`config.mk`:
```
export PLATFORM = sky130hd
export DESIGN_NAME = raster_timing_gen
export DESIGN_NICKNAME = d
export VERILOG_FILES = /design/src/rtl/raster_timing_gen.sv
export SDC_FILE = /design/constraint.sdc
export NUM_CORES = 1
export LEC_CHECK = 0
export ABC_AREA = 1
export ABC_CLOCK_PERIOD_IN_PS = 4800
export BUFFER_PORTS_ARGS = -buffer_cell sky130_fd_sc_hd__buf_2
export CAP_MARGIN = 5
export CORE_AREA = 4 4 146 162
export CTS_CLUSTER_DIAMETER = 80
export DETAILED_ROUTE_END_ITERATION = 6
export DIE_AREA = 0 0 150 166
export GPL_TIMING_DRIVEN = 0
export PLACE_DENSITY = 0.53
export SYNTH_ARGS = -nofsm -noshare
export SYNTH_HDL_FRONTEND = slang
export SYNTH_SLANG_ARGS = --single-unit
```
`constraint.sdc`:
```
create_clock -name clk -period 4.8 [get_ports clk]
set_clock_uncertainty 0.1 [all_clocks]
set_input_delay 0.96 -clock clk [delete_from_list [all_inputs] [get_ports clk]]
set_output_delay 0.96 -clock clk [all_outputs]
set_load 0.02 [all_outputs]
```
`src/rtl/raster_timing_gen.sv`:
```
module raster_timing_gen #(
  parameter int HW = 13,
  parameter int VW = 12,
  parameter int AW = 4
) (
  input  logic          clk,
  input  logic          rst_n,
  input  logic          wr_en,
  input  logic [AW-1:0] wr_addr,
  input  logic [HW-1:0] wr_data,
  output logic [HW-1:0] hcount,
  output logic [VW-1:0] vcount,
  output logic          de,
  output logic          pix_en,
  output logic          hsync,
  output logic          vsync,
  output logic          csync_rgb,
  output logic          prefetch
);

  localparam logic [AW-1:0] A_CTRL  = AW'(0);
  localparam logic [AW-1:0] A_HTOT  = AW'(1);
  localparam logic [AW-1:0] A_HACT  = AW'(2);
  localparam logic [AW-1:0] A_HSB   = AW'(3);
  localparam logic [AW-1:0] A_HSF   = AW'(4);
  localparam logic [AW-1:0] A_VTOT  = AW'(5);
  localparam logic [AW-1:0] A_VACT  = AW'(6);
  localparam logic [AW-1:0] A_VSB   = AW'(7);
  localparam logic [AW-1:0] A_VSF   = AW'(8);
  localparam logic [AW-1:0] A_PFPOS = AW'(9);
  localparam logic [AW-1:0] A_SYNC  = AW'(10);
  localparam logic [AW-1:0] A_DISP  = AW'(11);

  logic [1:0]    ctrl;
  logic [HW-1:0] htot, hact, hsb, hsf, pfpos;
  logic [VW-1:0] vtot, vact, vsb, vsf;
  logic [6:0]    sctl;
  logic          doff;

  always_ff @(posedge clk or negedge rst_n) begin
    if (!rst_n) begin
      ctrl <= '0; htot <= '0; hact <= '0; hsb <= '0; hsf <= '0; pfpos <= '0;
      vtot <= '0; vact <= '0; vsb <= '0; vsf <= '0; sctl <= '0; doff <= 1'b0;
    end else if (wr_en) begin
      case (wr_addr)
        A_CTRL:  ctrl  <= wr_data[1:0];
        A_HTOT:  htot  <= wr_data;
        A_HACT:  hact  <= wr_data;
        A_HSB:   hsb   <= wr_data;
        A_HSF:   hsf   <= wr_data;
        A_VTOT:  vtot  <= wr_data[VW-1:0];
        A_VACT:  vact  <= wr_data[VW-1:0];
        A_VSB:   vsb   <= wr_data[VW-1:0];
        A_VSF:   vsf   <= wr_data[VW-1:0];
        A_PFPOS: pfpos <= wr_data;
        A_SYNC:  sctl  <= wr_data[6:0];
        A_DISP:  doff  <= wr_data[1];
        default: ;
      endcase
    end
  end

  wire       ctrl_wr = wr_en && (wr_addr == A_CTRL);
  wire [1:0] ctrl_nx = ctrl_wr ? wr_data[1:0] : ctrl;
  wire       live    = ctrl_nx[0];
  wire       step    = ctrl[0] && live;
  wire       eol     = hcount >= htot;

  wire [HW-1:0] nh = !step ? '0 : (eol ? '0 : hcount + HW'(1));
  wire [VW-1:0] nv = !step ? '0 : (!eol ? vcount : ((vcount >= vtot) ? '0 : vcount + VW'(1)));

  wire de_n   = live && (nh <= hact) && (nv <= vact);
  wire hs_raw = live && (hsb < nh) && (nh <= hsf);
  wire vs_raw = live && (vsb < nv) && (nv <= vsf);
  wire alloff = sctl[1];

  always_ff @(posedge clk or negedge rst_n) begin
    if (!rst_n) begin
      hcount <= '0; vcount <= '0; de <= 1'b0; pix_en <= 1'b0;
      hsync <= 1'b0; vsync <= 1'b0; csync_rgb <= 1'b0; prefetch <= 1'b0;
    end else begin
      hcount    <= nh;
      vcount    <= nv;
      de        <= de_n;
      pix_en    <= de_n && ctrl_nx[1] && !doff;
      hsync     <= (alloff || sctl[5]) ? 1'b0 : (hs_raw ^ sctl[3]);
      vsync     <= (alloff || sctl[6]) ? 1'b0 : (vs_raw ^ sctl[4]);
      csync_rgb <= sctl[0] && !alloff && (hs_raw || vs_raw);
      prefetch  <= live && (nh == pfpos);
    end
  end

  // stopped generator shows the idle state
  p_idle_r1: assert property (@(posedge clk) disable iff (!rst_n)
    (!ctrl[0] && !ctrl_wr) |=> (hcount == '0 && vcount == '0 && !de && !prefetch && !csync_rgb));

  // pixel counter steps by one inside the line
  p_hstep_r2: assert property (@(posedge clk) disable iff (!rst_n)
    (ctrl[0] && !ctrl_wr && hcount < htot) |=> (hcount == $past(hcount) + HW'(1)));

  // pixel counter wraps after the line total
  p_hwrap_r2: assert property (@(posedge clk) disable iff (!rst_n)
    (ctrl[0] && hcount == htot) |=> (hcount == '0));

  // line counter holds within a line
  p_vhold_r3: assert property (@(posedge clk) disable iff (!rst_n)
    (ctrl[0] && !ctrl_wr && hcount < htot) |=> $stable(vcount));

  // prefetch is a single-clock pulse on lines longer than one pixel
  p_pf_pulse_r6: assert property (@(posedge clk) disable iff (!rst_n)
    (prefetch && htot != '0 && !wr_en) |=> !prefetch);

  // all-sync-off silences both syncs
  p_alloff_r8: assert property (@(posedge clk) disable iff (!rst_n)
    sctl[1] |=> (!hsync && !vsync && !csync_rgb));

  // colour enable never outside the display region
  p_pix_in_de_r10: assert property (@(posedge clk) disable iff (!rst_n)
    pix_en |-> de);

endmodule

```
==> results.tsv, run 1 <==
stage	metric	value	unit
outcome	status	completed	
pwr	power_frac_seq	39.9	%
pwr	power_density	417	nW/um2
placement	io_buffers	49	
timing	tns	0	ns
drt	vias	6962	
yosys	synth.cell_area	8730	um2
cts	clk_pin_slew	0.07	ns
yosys	postSynthAreaPerCell	8.29	um2
flow_run	cap_violations	0	
floorplanning	num_rows	57	
cts	numCtsBuffers	17	
global_routing	grt_max_degree	95	
yosys	synth_top_family_by_area	simple AND/OR/NAND/NOR gates	
yosys	synth_fp_nets	1172	
yosys	synth_edf_count	0	
cts	ctsHoldBuffers	0	
floorplanning	start_util	39.8	%
cts	cts_root_buf	clkbuf_16	
cts	cts_tree	built	
setup_path	slowest_delay	0.49	ns
timing	worst_pin_slew	0.953	ns
pwr	p_comb_share	25.3	%
timing	min_period	4.32	ns
yosys	synth-xor-area-share	1.10	%
floorplanning	dieWidth	150	um
cells_and_area	drive_above_1_share	11.0	%
setup_path	cp-end-kind	flop	
cts	cts_buffer_depth	2	
pwr	power.share.switching	32.7	%
timing	fmaxAchievable	0.231	GHz
cells_and_area	fillers	2277	
placement	dpl.hpwl	17300	um
timing	max-slew-margin-rel	36.0	%
timing	setup_viol_count_final	0	
cts	cts.sinks	153	
setup_path	path_class	reg -> reg	
yosys	synth_top_cell_by_area	dfrtp_1	
yosys	synth-simple-area-share	19.9	%
pwr	p_clk_share	34.8	%
pwr	irDropWorstVdd	0.235	mV
cts	htree_levels	4	
yosys	synthCells	1054	
yosys	async_flop_share	100	%
global_routing	grt_pass1_wl	37700	um
setup_path	crit_start	hcount[8]$_DFF_PN0_	
cells_and_area	diodes	0	
placement	gp_congestion	0.800	
floorplanning	ios	51	
yosys	synth_compound_area_share	12.2	%
setup_path	path_max_fanout	10	
yosys	ys_top_cells_by_area	dfrtp_1 44%, ha_1 14%, nand2_1 9.7%	
min_path	min_path_type	in -> async	
drt	postRouteAntennaNets	0	
setup_path	worstReg2RegStart	hcount[8]$_DFF_PN0_	
placement	pre_cts_slack	0.252	ns
global_routing	grt_usage	19.7	%
setup_path	crit_buf_inv	4	
pwr	finalPower	4.19	mW
timing	drv_slew	0	
yosys	yosysWarnings	0	
timing	hold_viol_final	0	
drt	vias_per_cell	4.87	
drt	wire_per_inst	16.4	um
cells_and_area	areaGrowthSynthToFinish	14.9	%
timing	rsz0062_at_grt	false	
floorplanning	die_area	24900	um2
yosys	yosys-top-cells-count	226 x nand2_1, 178 x inv_1, 153 x dfrtp_1, 124 x o21ai_0, 98 x ha_1	
yosys	synth.most_common_cell	nand2_1	
setup_path	crit_slowest_cell	dfrtp_1	
drt	wl	23500	um
setup_path	path_cells	ha_1, nand2_1, nor2_1, nand3_1, nand2_1, nor2_4, nand2_4, nor2_8, buf_8, inv_1, nand2_2, inv_1, nor3_2, inv_1, ha_1, a21oi_1, nor2_1, a211oi_1, o221ai_1, nor3_1, nand2_1, a21oi_1	
floorplanning	die_h	166	um
yosys	ys_ff_latch	153	
setup_path	worstSetupStartpointType	flop	
floorplanning	core_area	22000	um2
setup_path	path_delay_family	simple AND/OR/NAND/NOR gates	
cells_and_area	final_util	45.7	%
drt	first_iter_violations	424	
yosys	synth_top_cell_area_share	43.8	%
global_routing	antenna_found_initial	3	
drt	drcViolationCount	0	
pwr	p_leak	5.27	nW
setup_path	critPathRequiredTime	5.05	ns
setup_path	worst-endpoint-arrival	4.57	ns
drt	first_pass_iters	5	
yosys	synthMuxAreaShare	0	%
timing	timing.final.ws_setup	0.476	ns
global_routing	grt_pass1_vias	6941	
global_routing	grt_overflow	0	
yosys	synthDistinctLibCells	41	
yosys	synth_seq_area_share	43.8	%
timing	whs	0.343	ns
yosys	synthAdderAreaFrac	14.0	%
cts	insertion_delay	0.42	ns
yosys	ys.flop_type	dfrtp_1	
timing	fin_crit_sh	90.1	%
pwr	p_int	2.82	mW
pwr	power_switching	1.37	mW
cells_and_area	fin_nets	1241	
==> cells in the final DEF (no fill, tap or decap), drive strengths merged <==
| cell | n |
|---|---|
| o21a | 1 |
| buf | 51 |
| nand4 | 14 |
| nand3b | 1 |
| o31ai | 1 |
| clkinv | 6 |
| o21bai | 3 |
| nor3 | 20 |
| clkbuf | 40 |
| a21oi | 60 |
| nor2 | 65 |
| o2111ai | 1 |
| nor4 | 3 |
| xor2 | 9 |
| a21o | 1 |
| dfrtp | 153 |
| or2 | 2 |
| clkinvlp | 3 |
| a211oi | 6 |
| inv | 184 |
| nand2 | 233 |
| o221ai | 1 |
| o22ai | 1 |
| xnor2 | 2 |
| o21ai | 126 |
| nand3 | 46 |
| a32oi | 1 |
| ha | 98 |
| bufinv | 4 |
==> worst paths after layout <==
kind	slack (ns)	endpoint	cells past startpoint
worst min register to register	0.39	htot[9]$_DFFE_PN0P_	2
worst max register to register	0.48	csync_rgb$_DFF_PN0_	22
worst min-delay path	0.34	vtot[7]$_DFFE_PN0P_	1
worst max-delay path	0.48	csync_rgb$_DFF_PN0_	22
min in group clk	0.39	htot[9]$_DFFE_PN0P_	2
max in group asynchronous	3.40	pfpos[3]$_DFFE_PN0P_	2
==> area by class of cell <==
class,count,area [um2],area share [%]
Multi-Input combinational cell,695,4130,41.2
Timing Repair Buffer,50,283,2.82
Inverter,184,691,6.88
Clock inverter,13,195,1.95
Sequential cell,153,3830,38.2
Clock buffer,19,443,4.41
Buffer,22,93.8,0.935
Tap cell,295,369,3.68
==> power groups by stage <==
stage	combinational [mW]	clock [mW]	sequential, mW
after global placement	1.04	0	1.69
final	1.06	1.46	1.67
after detailed placement	1.07	0	1.69
after global routing	1.25	1.55	1.70
after floorplan	0.750	0	1.69
after CTS	1.08	1.49	1.67
==> per-layer routing <==
layer  share of wire [%]  global-route usage (%)  routed length [um]  vias to the layer above
met2                  51                    34.8               12000                      128
met5                   0                       0                   0                        -
met4                 1.0                    4.06                 236                        0
li1                    -                       -                   -                     3552
met1                  44                    25.1               10300                     3264
met3                 3.8                    3.41                 883                       18
==> state kept, by name, indices dropped and copies added, names as in the netlist, 2 cells and up <==
signal,count
hact,13
hcount,13
hsb,13
hsf,13
htot,13
pfpos,13
vact,12
vcount,12
vsb,12
vsf,12
vtot,12
sctl,6
ctrl,2
==> what timing repair did <==
action / CTS / global route
buffers inserted: 0 / 0
gates resized for setup: 0 / 2
setup endpoints to repair: 0 / 2
endpoints found under the hold margin: 0 / 0
==> worst reg2reg max path, delay by kind of cell, from the launching register on <==
kind / cells / cell delay (ns)
flops: 1 / 0.49
fa+ha+maj: 2 / 0.66
simple gates: 12 / 1.87
compound gates: 4 / 0.67
buf+inv: 4 / 0.46
==> stage by stage <==
| step | cell area [um2] | std cells |
|---|---|---|
| final | 10000 | 1431 |
| after global routing | 10000 | 1431 |
| after CTS | 10000 | 1431 |
| after detailed placement | 9390 | 1399 |
| after global placement | 9350 | 1398 |
| after floorplan | 8730 | 1054 |
==> cell families after synthesis <==
logic type,count (synthesis)
xor+xnor,11
buf+inv,206
fa+ha+maj,98
simple gates,384
compound gates,202
flops,153
(Power assumes the default switching activity.)
==> run 2: changes to the inputs <==
CORE_AREA = 4 4 168 186   (was 4 4 146 162)
DIE_AREA = 0 0 172 190   (was 0 0 150 166)
PLACE_DENSITY = 0.42   (was 0.53)
==> run 2 against run 1 <==
  * Count of clock-buffer cells in the layout down 2
  * Worst setup slack worse by 0.096 ns
  * Final cell count up 5.6%
  * Sequential power hardly changed
  * Sequential share of layout area decreased by 0.28 points
  * Total power down 0.52%
  * Non-clock buffer count is the same
  * Largest power group unchanged
  * Highest routed layer unchanged
==> results.tsv, run 2 (same netlist as run 1, synthesis figures left out) <==
stage	metric	value	unit
timing	worst_pin_slew	1.15	ns
drt	first_pass_iters	7	
setup_path	path_max_fanout	10	
global_routing	grt_usage	16.0	%
global_routing	grt_pass1_vias	6875	
outcome	status	completed	
drt	wl	25200	um
timing	fin_crit_sh	92.1	%
cts	cts_root_buf	clkbuf_16	
timing	max-slew-margin-rel	22.9	%
setup_path	r2r_cells	22	
floorplanning	die_h	190	um
cells_and_area	drive_above_1_share	11.2	%
global_routing	grt_max_degree	89	
cts	cts.sinks	153	
drt	vias_per_cell	4.57	
cts	insertion_delay	0.43	ns
cts	cts_buffer_depth	2	
global_routing	antenna_found_initial	1	
timing	tns	0	ns
cts	htree_levels	4	
floorplanning	start_util	29.7	%
placement	pre_cts_slack	0.177	ns
cells_and_area	fillers	3138	
setup_path	path_delay_family	simple AND/OR/NAND/NOR gates	
timing	hold_viol_final	0	
setup_path	critPathRequiredTime	5.06	ns
drt	first_iter_violations	377	
drt	vias	6907	
placement	io_buffers	49	
floorplanning	die_area	32700	um2
cells_and_area	fin_nets	1241	
pwr	power_density	412	nW/um2
timing	rsz0062_at_grt	false	
setup_path	worstSetupStartpointType	flop	
timing	setup_viol_count_final	0	
setup_path	crit_slowest_cell	dfrtp_1	
floorplanning	num_rows	66	
timing	drv_slew	0	
setup_path	slowest_delay	0.49	ns
cells_and_area	mostFrequentLayoutCell	nand2_1	
pwr	irDropWorstVdd	0.208	mV
cts	post-cts-setup-buffers	0	
cts	clk_pin_slew	0.08	ns
flow_run	cap_violations	0	
min_path	min_path_type	in -> async	
cts	numCtsBuffers	17	
setup_path	cp_num_cells	22	
cells_and_area	areaGrowthSynthToFinish	15.7	%
cts	cts_tree	built	
placement	gp_congestion	0.779	
placement	dpl.hpwl	18600	um
drt	wire_per_inst	16.7	um
setup_path	path_cells	ha_1, nand2_1, nor2_1, nand3_1, nand2_1, nor2_4, nand2_4, nor2_8, buf_8, inv_1, nand2_2, inv_1, nor3_2, inv_1, ha_1, a21oi_1, nor2_1, a211oi_1, o221ai_1, nor3_2, nand2_1, a21oi_1	
drt	postRouteAntennaNets	0	
timing	timing.final.ws_setup	0.380	ns
timing	min_period	4.42	ns
global_routing	grt_overflow	0	
timing	fmaxAchievable	0.226	GHz
cells_and_area	final_cell_mix	226 x nand2_1, 178 x inv_1, 153 x dfrtp_1, 124 x o21ai_0, 98 x ha_1	
setup_path	path_class	reg -> reg	
setup_path	crit_buf_inv	4	
setup_path	worst-endpoint-arrival	4.68	ns
floorplanning	core_area	29400	um2
drt	drcViolationCount	0	
setup_path	cp-end-kind	flop	
floorplanning	ios	51	
pwr	p_leak	5.26	nW
floorplanning	dieWidth	172	um
global_routing	grt_pass1_wl	39700	um
## run 2: cell types whose count changed in the layout (fill, tap and decap cells not counted), moves of 2 or more
cell,before,now
clkinv_4,5,1
inv_8,0,5
inv_6,1,4
bufinv_16,4,2
## run 2: worst paths after layout
path,start,to,slack [ns]
worst max-delay path,hcount[8]$_DFF_PN0_,csync_rgb$_DFF_PN0_,0.38
worst min-delay path,rst_n,vtot[6]$_DFFE_PN0P_,0.36
worst max register to register,hcount[8]$_DFF_PN0_,csync_rgb$_DFF_PN0_,0.38
worst min register to register,vsf[7]$_DFFE_PN0P_,vsf[7]$_DFFE_PN0P_,0.39
max in group asynchronous,rst_n,hsb[9]$_DFFE_PN0P_,3.37
min in group clk,vsf[7]$_DFFE_PN0P_,vsf[7]$_DFFE_PN0P_,0.39
## run 2: cell type report
| class | instances | area [um2] | area share [%] |
|---|---|---|---|
| timing repair buffer | 50 | 283 | 2.80 |
| sequential | 153 | 3830 | 37.9 |
| buffer | 22 | 93.8 | 0.928 |
| antenna | 1 | 2.50 | 0.0248 |
| inverter | 184 | 691 | 6.83 |
| clock inverter | 15 | 180 | 1.78 |
| clock buffer | 17 | 425 | 4.21 |
| tap | 374 | 468 | 4.63 |
| multi-input combinational | 695 | 4140 | 40.9 |
## run 2: repair_timing
item | CTS | global route
hold buffers | 0 | 0
resized for setup | 0 | 3
endpoints found under the setup margin | 0 | 2
## run 2: layer usage
| layer | vias to the layer above | part of all wire (%) | track usage [%] |
|---|---|---|---|
| met3 | 19 | 2.2 | 2.70 |
| met1 | 3248 | 46 | 20.2 |
| met2 | 87 | 50 | 28.3 |
| met4 | 0 | 1.7 | 4.23 |
| met5 | - | 0 | 0 |
| li1 | 3553 | - | - |
## run 2: power breakdown
group | total, mW | switching [mW] | internal, mW
Combinational | 1.07 | 0.671 | 0.397
Clock | 1.42 | 0.634 | 0.791
Sequential | 1.67 | 0.142 | 1.53
## run 2: through the flow
stage | hold slack, ns | utilization, % | cells | total power, mW | instance area (um2)
2_1_floorplan | 0.353 | - | 1054 | 2.44 | 8730
6_report | 0.362 | 34.4 | 1511 | 4.16 | 10100
3_3_place_gp | 0.366 | 32.1 | 1477 | 2.76 | 9450
5_1_grt | 0.390 | 34.4 | 1510 | 4.50 | 10100
4_1_cts | 0.387 | 34.3 | 1510 | 4.24 | 10100
3_5_place_dp | 0.373 | 32.3 | 1478 | 2.78 | 9490
